File: config.mk
export PLATFORM = sky130hd
export DESIGN_NAME = clk_level_matcher
export DESIGN_NICKNAME = d
export VERILOG_FILES = /design/src/rtl/cdm_pkg.sv /design/src/rtl/cdm_divider.sv /design/src/rtl/cdm_best_keeper.sv /design/src/rtl/clk_level_matcher.sv
export SDC_FILE = /design/constraint.sdc
export NUM_CORES = 1
export LEC_CHECK = 0
export ABC_CLOCK_PERIOD_IN_PS = 10700
export BUFFER_PORTS_ARGS = -buffer_cell sky130_fd_sc_hd__buf_2
export CORE_MARGIN = 4
export CORE_UTILIZATION = 50
export DETAILED_ROUTE_END_ITERATION = 8
export PLACE_DENSITY_LB_ADDON = 0.05
export SYNTH_ARGS = -nofsm -noshare
export SYNTH_HDL_FRONTEND = slang
export SYNTH_HIERARCHICAL = 1
export SYNTH_SLANG_ARGS = --single-unit
File: constraint.sdc
create_clock -name clk -period 10.7 [get_ports clk]
set_input_delay 1.07 -clock clk [delete_from_list [all_inputs] [get_ports clk]]
set_output_delay 1.07 -clock clk [all_outputs]
set_load 0.02 [all_outputs]
File: src/rtl/cdm_pkg.sv
package cdm_pkg;

    typedef enum logic [1:0] {
        ST_IDLE  = 2'd0,
        ST_LOAD  = 2'd1,
        ST_DIV_A = 2'd2,
        ST_DIV_B = 2'd3
    } cdm_state_e;

endpackage

File: src/rtl/cdm_divider.sv
module cdm_divider #(
    parameter int W = 33
) (
    input  logic         clk,
    input  logic         rst_n,
    input  logic         start,
    input  logic [W-1:0] num,
    input  logic [W-1:0] den,
    output logic         done,
    output logic [W-1:0] quot
);
    localparam int CW = $clog2(W + 1);

    typedef struct packed {
        logic [W-1:0]  rem;
        logic [W-1:0]  quo;
        logic [W-1:0]  num;
        logic [W-1:0]  den;
        logic [CW-1:0] cnt;
        logic          busy;
        logic          done;
    } div_t;

    div_t q, n;
    logic [W:0] shifted;
    logic [W:0] diff;

    always_comb begin
        n       = q;
        n.done  = 1'b0;
        shifted = {q.rem, q.quo[W-1]};
        diff    = shifted - {1'b0, q.den};
        if (start) begin
            n.rem  = '0;
            n.quo  = num;
            n.num  = num;
            n.den  = den;
            n.cnt  = CW'(W);
            n.busy = 1'b1;
        end else if (q.busy) begin
            if (!diff[W]) begin
                n.rem = diff[W-1:0];
                n.quo = {q.quo[W-2:0], 1'b1};
            end else begin
                n.rem = shifted[W-1:0];
                n.quo = {q.quo[W-2:0], 1'b0};
            end
            n.cnt = q.cnt - CW'(1);
            if (q.cnt == CW'(1)) begin
                n.busy = 1'b0;
                n.done = 1'b1;
            end
        end
    end

    always_ff @(posedge clk or negedge rst_n) begin
        if (!rst_n) q <= '0;
        else        q <= n;
    end

    assign done = q.done;
    assign quot = q.quo;

    logic [2*W-1:0] prod;
    assign prod = {{W{1'b0}}, q.quo} * {{W{1'b0}}, q.den};

    AST_DIV_RESULT: assert property (@(posedge clk) disable iff (!rst_n)
        (q.done && q.den != '0) |-> (prod <= {{W{1'b0}}, q.num} &&
                                     ({{W{1'b0}}, q.num} - prod) < {{W{1'b0}}, q.den}));

endmodule

File: src/rtl/cdm_best_keeper.sv
module cdm_best_keeper #(
    parameter int FREQ_W = 32,
    parameter int IDX_W  = 5
) (
    input  logic              clk,
    input  logic              rst_n,
    input  logic              clear,
    input  logic              cand_valid,
    input  logic [FREQ_W-1:0] cand_sf,
    input  logic [IDX_W-1:0]  cand_idx,
    input  logic [FREQ_W-1:0] cand_freq,
    output logic [FREQ_W:0]   best_sf,
    output logic [IDX_W-1:0]  best_idx,
    output logic [FREQ_W-1:0] best_freq
);
    localparam int SW = FREQ_W + 1;

    typedef struct packed {
        logic [SW-1:0]     sf;
        logic [IDX_W-1:0]  idx;
        logic [FREQ_W-1:0] freq;
    } best_t;

    best_t q, n;
    logic  better;

    always_comb begin
        n      = q;
        better = ({1'b0, cand_sf} < q.sf);
        if (clear) begin
            n.sf   = '1;
            n.idx  = '0;
            n.freq = '0;
        end else if (cand_valid && better) begin
            n.sf   = {1'b0, cand_sf};
            n.idx  = cand_idx;
            n.freq = cand_freq;
        end
    end

    always_ff @(posedge clk or negedge rst_n) begin
        if (!rst_n) begin
            q.sf   <= '1;
            q.idx  <= '0;
            q.freq <= '0;
        end else begin
            q <= n;
        end
    end

    assign best_sf   = q.sf;
    assign best_idx  = q.idx;
    assign best_freq = q.freq;

    AST_BEST_NEVER_RISES: assert property (@(posedge clk) disable iff (!rst_n)
        !clear |=> q.sf <= $past(q.sf));

endmodule

File: src/rtl/clk_level_matcher.sv
module clk_level_matcher #(
    parameter int FREQ_W     = 32,
    parameter int MAX_LEVELS = 32,
    localparam int IDX_W     = $clog2(MAX_LEVELS),
    localparam int CNT_W     = $clog2(MAX_LEVELS + 1)
) (
    input  logic              clk,
    input  logic              rst_n,
    input  logic              start,
    input  logic [FREQ_W-1:0] req_freq,
    input  logic              exact_only,
    input  logic [CNT_W-1:0]  level_count,
    output logic [IDX_W-1:0]  tbl_addr,
    input  logic [FREQ_W-1:0] tbl_data,
    output logic              done,
    output logic              fail,
    output logic [IDX_W-1:0]  sel_idx,
    output logic [FREQ_W-1:0] sel_freq
);
    import cdm_pkg::*;

    localparam int DW = FREQ_W + 1;

    typedef struct packed {
        cdm_state_e        st;
        logic [FREQ_W-1:0] req;
        logic              exact;
        logic [CNT_W-1:0]  cnt;
        logic [IDX_W-1:0]  idx;
        logic [FREQ_W-1:0] ent;
        logic              done;
        logic              err;
    } ctl_t;

    ctl_t q, n;

    logic              div_start, div_done;
    logic [DW-1:0]     div_num, div_den, div_quot;
    logic              trk_clear, cand_valid;
    logic [FREQ_W-1:0] shortfall;
    logic [DW-1:0]     best_sf;

    cdm_divider #(.W(DW)) u_div (
        .clk   (clk),
        .rst_n (rst_n),
        .start (div_start),
        .num   (div_num),
        .den   (div_den),
        .done  (div_done),
        .quot  (div_quot)
    );

    cdm_best_keeper #(.FREQ_W(FREQ_W), .IDX_W(IDX_W)) u_best (
        .clk        (clk),
        .rst_n      (rst_n),
        .clear      (trk_clear),
        .cand_valid (cand_valid),
        .cand_sf    (shortfall),
        .cand_idx   (q.idx),
        .cand_freq  (q.ent),
        .best_sf    (best_sf),
        .best_idx   (sel_idx),
        .best_freq  (sel_freq)
    );

    always_comb begin
        n          = q;
        n.done     = 1'b0;
        div_start  = 1'b0;
        div_num    = '0;
        div_den    = '0;
        trk_clear  = 1'b0;
        cand_valid = 1'b0;
        shortfall  = q.req - div_quot[FREQ_W-1:0];
        case (q.st)
            ST_IDLE: begin
                if (start) begin
                    n.req     = req_freq;
                    n.exact   = exact_only;
                    n.cnt     = level_count;
                    n.idx     = '0;
                    n.err     = 1'b0;
                    trk_clear = 1'b1;
                    if (level_count == '0 || req_freq == '0) begin
                        n.done = 1'b1;
                        n.err  = 1'b1;
                    end else begin
                        n.st = ST_LOAD;
                    end
                end
            end
            ST_LOAD: begin
                div_start = 1'b1;
                div_num   = {1'b0, tbl_data} + {1'b0, q.req} - DW'(1);
                div_den   = {1'b0, q.req};
                n.ent     = tbl_data;
                n.st      = ST_DIV_A;
            end
            ST_DIV_A: begin
                if (div_done) begin
                    div_start = 1'b1;
                    div_num   = {1'b0, q.ent};
                    div_den   = (div_quot == '0) ? DW'(1) : div_quot;
                    n.st      = ST_DIV_B;
                end
            end
            ST_DIV_B: begin
                if (div_done) begin
                    cand_valid = 1'b1;
                    if (shortfall == '0) begin
                        n.st   = ST_IDLE;
                        n.done = 1'b1;
                        n.err  = 1'b0;
                    end else if (CNT_W'(q.idx) == q.cnt - CNT_W'(1)) begin
                        n.st   = ST_IDLE;
                        n.done = 1'b1;
                        n.err  = q.exact;
                    end else begin
                        n.idx = q.idx + IDX_W'(1);
                        n.st  = ST_LOAD;
                    end
                end
            end
            default: n.st = ST_IDLE;
        endcase
    end

    always_ff @(posedge clk or negedge rst_n) begin
        if (!rst_n) begin
            q    <= '0;
            q.st <= ST_IDLE;
        end else begin
            q <= n;
        end
    end

    assign tbl_addr = q.idx;
    assign done     = q.done;
    assign fail     = q.err;

    AST_DONE_SINGLE: assert property (@(posedge clk) disable iff (!rst_n)
        (q.done && !start) |=> !q.done);

    AST_EXACT_OK: assert property (@(posedge clk) disable iff (!rst_n)
        (q.done && !q.err && q.exact) |-> best_sf == '0);

    AST_BAD_ARGS: assert property (@(posedge clk) disable iff (!rst_n)
        (q.st == ST_IDLE && start && (req_freq == '0 || level_count == '0))
            |=> (q.done && q.err && q.st == ST_IDLE));

    AST_BUSY_START: assert property (@(posedge clk) disable iff (!rst_n)
        (q.st != ST_IDLE && start) |=> $stable(q.req));

endmodule

==> results of run 1 <==
[registers in the layout, summed over array words and instances (netlist names)]
| signal | count |
|---|---|
| u_best/best_freq | 32 |
| fail | 1 |
| u_best/best_sf | 33 |
| q | 73 |
| u_div/quot | 33 |
| tbl_addr | 5 |
| u_div/q | 73 |
| u_best/best_idx | 5 |
| u_div/done | 1 |
| done | 1 |
[path summary, 6_finish.rpt]
path | end | startpoint | cells past startpoint
worst max-delay path | u_best/best_idx[3] | u_div/quot[3] | 20
worst min-delay path | q[41] | rst_n | 1
worst max register to register | u_best/best_idx[3] | u_div/quot[3] | 20
worst min register to register | u_best/best_sf[32] | u_best/best_sf[32] | 2
max in group asynchronous | u_div/q[107] | rst_n | 2
min in group clk | u_best/best_sf[32] | u_best/best_sf[32] | 2
[metrics by stage]
step | instance area, um2 | setup WS, ns | total power [mW]
after global routing | 21300 | 4.17 | 2.27
after floorplan | 19600 | 5.94 | 1.04
final | 21300 | 4.40 | 2.18
after detailed placement | 20200 | 4.47 | 1.09
after CTS | 21300 | 4.46 | 2.22
after global placement | 20200 | 4.67 | 1.09
[synthesized netlist by cell type (all sizes together), types with 29 or more instances]
master	n
ha	167
dfstp	33
buf	52
xnor2	48
a21oi	101
a311oi	29
inv	261
dfrtp	224
mux2i	106
nand3	45
mux2	40
a21o	34
nor2	170
o21ai	215
nand2b	95
clkbuf	92
o22ai	36
nand2	204
[final cells by class]
class                      instances  area, um2
sequential                       257       6480
tap                              518        648
clock inverter                    12        169
inverter                         263        990
fill                            3605      17400
timing repair buffer             131        713
clock buffer                      44        905
multi-input combinational       1637      11300
[cells by family after synthesis]
family / after synthesis
DFF: 257
AOI/OAI and AO/OA: 581
and+or+nand+nor: 666
muxes: 146
buffers and inverters: 407
adders and majority gates: 170
xor gates and xnor gates: 74
[worst reg2reg max path, stage by stage (launching register included)]
cell and delay (ns):
dfrtp_1 0.40, inv_1 0.08, ha_1 0.35, and2_1 0.22, o21a_1 0.21, or4b_4 0.55, a41oi_4 0.36, o2111ai_1 0.21
nand3_2 0.18, o211ai_1 0.19, and4_1 0.23, or3_1 0.48, ha_1 0.33, nand4b_1 0.14, and4bb_2 0.27, nand2_1 0.08
o41ai_2 0.08, a221oi_4 0.27, buf_4 0.45, buf_4 0.75, mux2i_1 0.38
[power groups by stage]
| stage | Combinational [mW] | Sequential (mW) | Clock (mW) |
|---|---|---|---|
| finish | 0.103 | 0.973 | 1.11 |
| global route | 0.118 | 0.972 | 1.18 |
| CTS | 0.104 | 0.972 | 1.14 |
| detailed placement | 0.103 | 0.990 | 0 |
| global placement | 0.102 | 0.990 | 0 |
| floorplan | 0.0504 | 0.990 | 0 |
[layer usage]
| layer | track usage | part of all wire | wire length (um) | up-vias |
|---|---|---|---|---|
| li1 | - | - | - | 8025 |
| met1 | 0.336 | 0.45 | 23700 | 7899 |
| met2 | 0.415 | 0.47 | 24500 | 347 |
| met3 | 0.0364 | 0.050 | 2650 | 86 |
| met4 | 0.0684 | 0.031 | 1620 | 0 |
| met5 | 0 | 0 | 0 | - |
==> impl_metrics.py, run 1 <==
metrics = {
    "placement": {
        "port_buffers": 117,
        "gp_congestion": 0.946,
        "dp_hpwl_um": 38900,
        "dp_cells": 2806,
    },
    "drt": {
        "first_pass_iters": 7,
        "viasPerCell": 5.72,
        "vias": 16400,
        "avgRoutedWirePerCell_um": 18.4,
        "drt_wl_total_um": 52500,
        "initialDrtViolationCount": 1162,
        "ant_nets": 0,
        "drc": 0,
    },
    "synth": {
        "synth_seq_cells": 257,
        "synth_mux_area_frac": 0.0772,
        "synth_top_cell_by_area": "dfrtp_1",
        "synthArstFlopShare": 1.00,
        "synth_warnings": 6,
        "synth-xor-area-share": 0.0331,
        "synth_compound_area_frac": 0.191,
        "synthFlopType": "dfrtp_1",
        "synth.yosys.seq_area_share": 0.331,
        "synth_fa_ha_area_frac": 0.110,
        "synth_top_family_by_area": "compound AO/OA/AOI/OAI gates",
        "yosys-top-cells-area": "dfrtp_1, ha_1, o21ai_0",
        "ys_types": 93,
        "syn-cell-area_um2": 19600,
        "synth_top_cell_area_share": 0.286,
        "avgSynthCellArea_um2": 8.51,
        "synthSimpleGateAreaFrac": 0.166,
        "syn-instance-count": 2301,
        "synth_edf_count": 0,
        "syn-num-nets": 2545,
    },
    "timing": {
        "setup_viol_count_final": 0,
        "finalSetupTns_ns": 0,
        "period_minus_slack_ns": 6.30,
        "hold_viol": 0,
        "skew_ns": 0.0194,
        "clock.fmax_ghz": 0.159,
        "period_share": 0.588,
        "relSlewSlack": 0.145,
        "grt_setup_unrepaired": "false",
        "drv_slew": 0,
        "tightest_slew_ns": 1.25,
        "hold-worst-slack_ns": 0.478,
    },
    "floorplanning": {
        "io_pins": 118,
        "fp.dieArea_um2": 42400,
        "fp.dieH_um": 206,
        "coreArea_um2": 38600,
        "die_w_um": 206,
        "rows": 72,
        "start_util": 0.507,
    },
    "global_routing": {
        "grt_pass1_wl_um": 85000,
        "grtUsageTotal": 0.247,
        "grt_max_degree": 164,
        "antenna_found_initial": 0,
        "grt_overflow_total": 0,
        "grt_pass1_vias": 16100,
    },
    "worst_setup_path": {
        "path_class": "reg -> reg",
        "path_max_fanout": 45,
        "crit_buf_inv": 3,
        "worstPathRequired_ns": 11.19,
        "critical_path.top_delay_family": "simple AND/OR/NAND/NOR gates",
        "critical_path.slowest_cell": "buf_4",
        "end_kind": "register",
        "ff2ff_setup_slack_ns": 4.40,
        "crit_path_max_incr_delay_ns": 0.73,
        "start_kind": "register",
        "cp_cell_sequence": "inv_1 -> ha_1 -> and2_1 -> o21a_1 -> or4b_4 -> a41oi_4 -> o2111ai_1 -> nand3_2 -> o211ai_1 -> and4_1 -> or3_1 -> ha_1 -> nand4b_1 -> and4bb_2 -> nand2_1 -> o41ai_2 -> a221oi_4 -> buf_4 -> buf_4 -> mux2i_1",
        "cp.arrival_ns": 6.78,
    },
    "cts": {
        "cts_buffers": 30,
        "cts_tree": "yes",
        "cts_hold_buf": 0,
        "insertion_delay_ns": 0.58,
        "clk_pin_slew_ns": 0.06,
        "cts_setup_buffers": 0,
        "htreeDepth": 1,
        "cts_sinks": 257,
        "cts_buffer_depth": 3,
        "root_buffer": "clkbuf_16",
        "cts_resized": 0,
    },
    "cells_and_area": {
        "nNetsFinal": 2564,
        "final_cells": 2862,
        "layout_commonest_cell": "inv_1",
        "drive_gt1_frac": 0.122,
        "layout_common_cells": "inv_1, dfrtp_1, o21ai_0",
        "diodes": 0,
        "postLayoutCoreUtil": 0.550,
        "syn_to_final_growth_pct": 8.52,
    },
    "pwr": {
        "ir_drop_v": 0.000124,
        "power.density_nw_per_um2": 103,
        "intPower_mw": 1.69,
        "leakagePower_nw": 9.80,
        "p_clk_frac": 0.508,
        "power.switching_mw": 0.496,
        "combPwrFrac": 0.047,
        "power_frac_seq": 0.445,
        "switching_share": 0.227,
    },
    "hold_path": {
        "min_path_type": "in -> async",
    },
    "job": {
        "drv_cap": 0,
    },
    "status": {
        "status": "complete, no violations",
    },
}
(Power assumes the default switching activity.)
==> run 2, diff against run 1 <==
Settings changed: ABC_AREA set to 1, ABC_CLOCK_PERIOD_IN_PS 10700 to 6400.
Clock period 10.7 ns to 6.4 ns, I/O delays scaled along.
==> impl_metrics.py, run 2 <==
metrics = {
    "worst_setup_path": {
        "crit_path_max_incr_delay_ns": 0.57,
        "crit_top_cell": "nand2_1",
        "path_max_fanout": 71,
        "start_kind": "register",
        "crit_buf_inv": 2,
        "cp.arrival_ns": 5.34,
        "path_class": "reg -> reg",
        "worstPathRequired_ns": 6.93,
        "cp_cell_sequence": "ha_1 -> fa_1 -> inv_1 -> nand3_1 -> nand2_1 -> nand2_1 -> nand2_1 -> nand3_1 -> nand3_1 -> nand2_1 -> nand2_2 -> ha_1 -> a21o_1 -> nor2_1 -> a21oi_1 -> nor2_2 -> buf_4 -> nand2_4 -> nand2_4 -> nand2_1 -> nand2_1",
        "critical_path.slowest_cell": "nand2_4",
        "end_kind": "register",
        "critical_path.top_delay_family": "simple AND/OR/NAND/NOR gates",
    },
    "synth": {
        "ys_types": 55,
        "synth_commonest_cells": "nand2_1, inv_1, dfrtp_1",
        "yosysMostFrequentCell": "nand2_1",
        "synthFlopType": "dfrtp_1",
        "synth_top_cell_by_area": "dfrtp_1",
        "yosys-top-cells-area": "dfrtp_1, nand2_1, inv_1",
        "syn-instance-count": 3300,
        "synth_edf_count": 0,
        "synthArstFlopShare": 1.00,
        "synth_top_cell_area_share": 0.256,
        "synth_seq_cells": 257,
        "avgSynthCellArea_um2": 6.63,
        "synth.yosys.seq_area_share": 0.296,
        "syn-cell-area_um2": 21900,
        "synth_warnings": 6,
        "syn-num-nets": 3544,
    },
    "job": {
        "drv_cap": 0,
    },
    "timing": {
        "grt_setup_unrepaired": "false",
        "skew_ns": 0.0213,
        "period_minus_slack_ns": 4.81,
        "tightest_slew_ns": 0.967,
        "hold-worst-slack_ns": 0.00251,
        "hold_viol": 0,
        "period_share": 0.751,
        "finalSetupTns_ns": 0,
        "setup_viol_count_final": 0,
        "drv_slew": 0,
        "clock.fmax_ghz": 0.208,
        "relSlewSlack": 0.356,
    },
    "floorplanning": {
        "die_w_um": 217,
        "rows": 76,
        "fp.dieArea_um2": 47200,
        "fp.dieH_um": 217,
        "io_pins": 118,
        "coreArea_um2": 43200,
        "start_util": 0.507,
    },
    "cts": {
        "cts_resized": 0,
        "clk_pin_slew_ns": 0.06,
        "htreeDepth": 1,
        "cts_sinks": 257,
        "cts_tree": "yes",
        "insertion_delay_ns": 0.59,
        "cts_hold_buf": 0,
        "root_buffer": "clkbuf_16",
        "cts_setup_buffers": 0,
        "cts_buffers": 31,
        "cts_buffer_depth": 3,
    },
    "global_routing": {
        "grt_pass1_wl_um": 108000,
        "grt_overflow_total": 0,
        "grt_max_degree": 103,
        "grt_pass1_vias": 20100,
        "antenna_found_initial": 5,
        "grtUsageTotal": 0.283,
    },
    "drt": {
        "wl_met1_um": 31000,
        "highest_layer": "met5",
        "ant_nets": 0,
        "drt_wl_total_um": 67500,
        "avgRoutedWirePerCell_um": 17.1,
        "viasPerCell": 5.26,
        "initialDrtViolationCount": 1840,
        "vias": 20800,
        "drc": 0,
        "dr_wl_met2_um": 29600,
        "first_pass_iters": 6,
        "wl_met3_um": 4290,
    },
    "cells_and_area": {
        "nFillCells": 4423,
        "drive_gt1_frac": 0.112,
        "layout_common_cells": "nand2_1, inv_1, dfrtp_1",
        "top_regs": "q (73), u_div/q (73)",
        "nNetsFinal": 3577,
        "layout_commonest_cell": "nand2_1",
        "postLayoutCoreUtil": 0.544,
        "register_area_um2": 6470,
        "multi_input_area_um2": 12100,
        "syn_to_final_growth_pct": 7.37,
    },
    "hold_path": {
        "min_path_type": "in -> async",
    },
    "placement": {
        "dp_hpwl_um": 52900,
        "port_buffers": 117,
        "gp_congestion": 0.986,
    },
    "status": {
        "status": "complete, no violations",
    },
}
[run 2: metrics by stage]
step | cell area (um2) | cells | worst slack, ns
floorplan | 21900 | 3300 | 3.30
global placement | 22400 | 3885 | 1.74
detailed placement | 22400 | 3885 | 1.69
CTS | 23500 | 3942 | 1.68
global route | 23500 | 3942 | 1.18
finish | 23500 | 3943 | 1.59
[run 2: layout make-up]
class / count / area share
clock buffer: 40 / 0.0370
timing repair buffer: 130 / 0.0295
multi-input combinational: 2273 / 0.517
antenna: 1 / 0.000107
sequential: 257 / 0.276
clock inverter: 17 / 0.00756
tap: 585 / 0.0312
inverter: 640 / 0.102
[run 2: logic make-up after synthesis]
family	count (synthesis)	share of synthesized area
buf+inv	770	0.150
simple gates	1703	0.348
flops	257	0.296
fa+ha+maj	170	0.0982
xor+xnor	30	0.0120
mux	1	0.000458
compound gates	369	0.0955
[run 2: final timing paths]
check                                            end  slack (ns)  cells past startpoint                from
worst max register to register    u_best/best_sf[15]        1.59                     21       u_div/quot[0]
max in group asynchronous       u_best/best_freq[14]        5.09                      2               rst_n
min in group clk                               q[45]        0.26                      3          exact_only
worst min register to register    u_best/best_sf[31]        0.49                      2  u_best/best_sf[31]
worst min-delay path                           q[40]       0.003                      1               rst_n
worst max-delay path              u_best/best_sf[15]        1.59                     21       u_div/quot[0]
[run 2: per-layer routing]
layer  vias up  global-route usage
met2       611               0.450
met3       123              0.0485
met4         6              0.0939
met1      9617               0.392
met5         -                   0
li1      10400                   -
Power of run 2 is left out: the tool's default activity adds up to more than one toggle a clock period on the data nets, which glitch-free logic cannot reach.
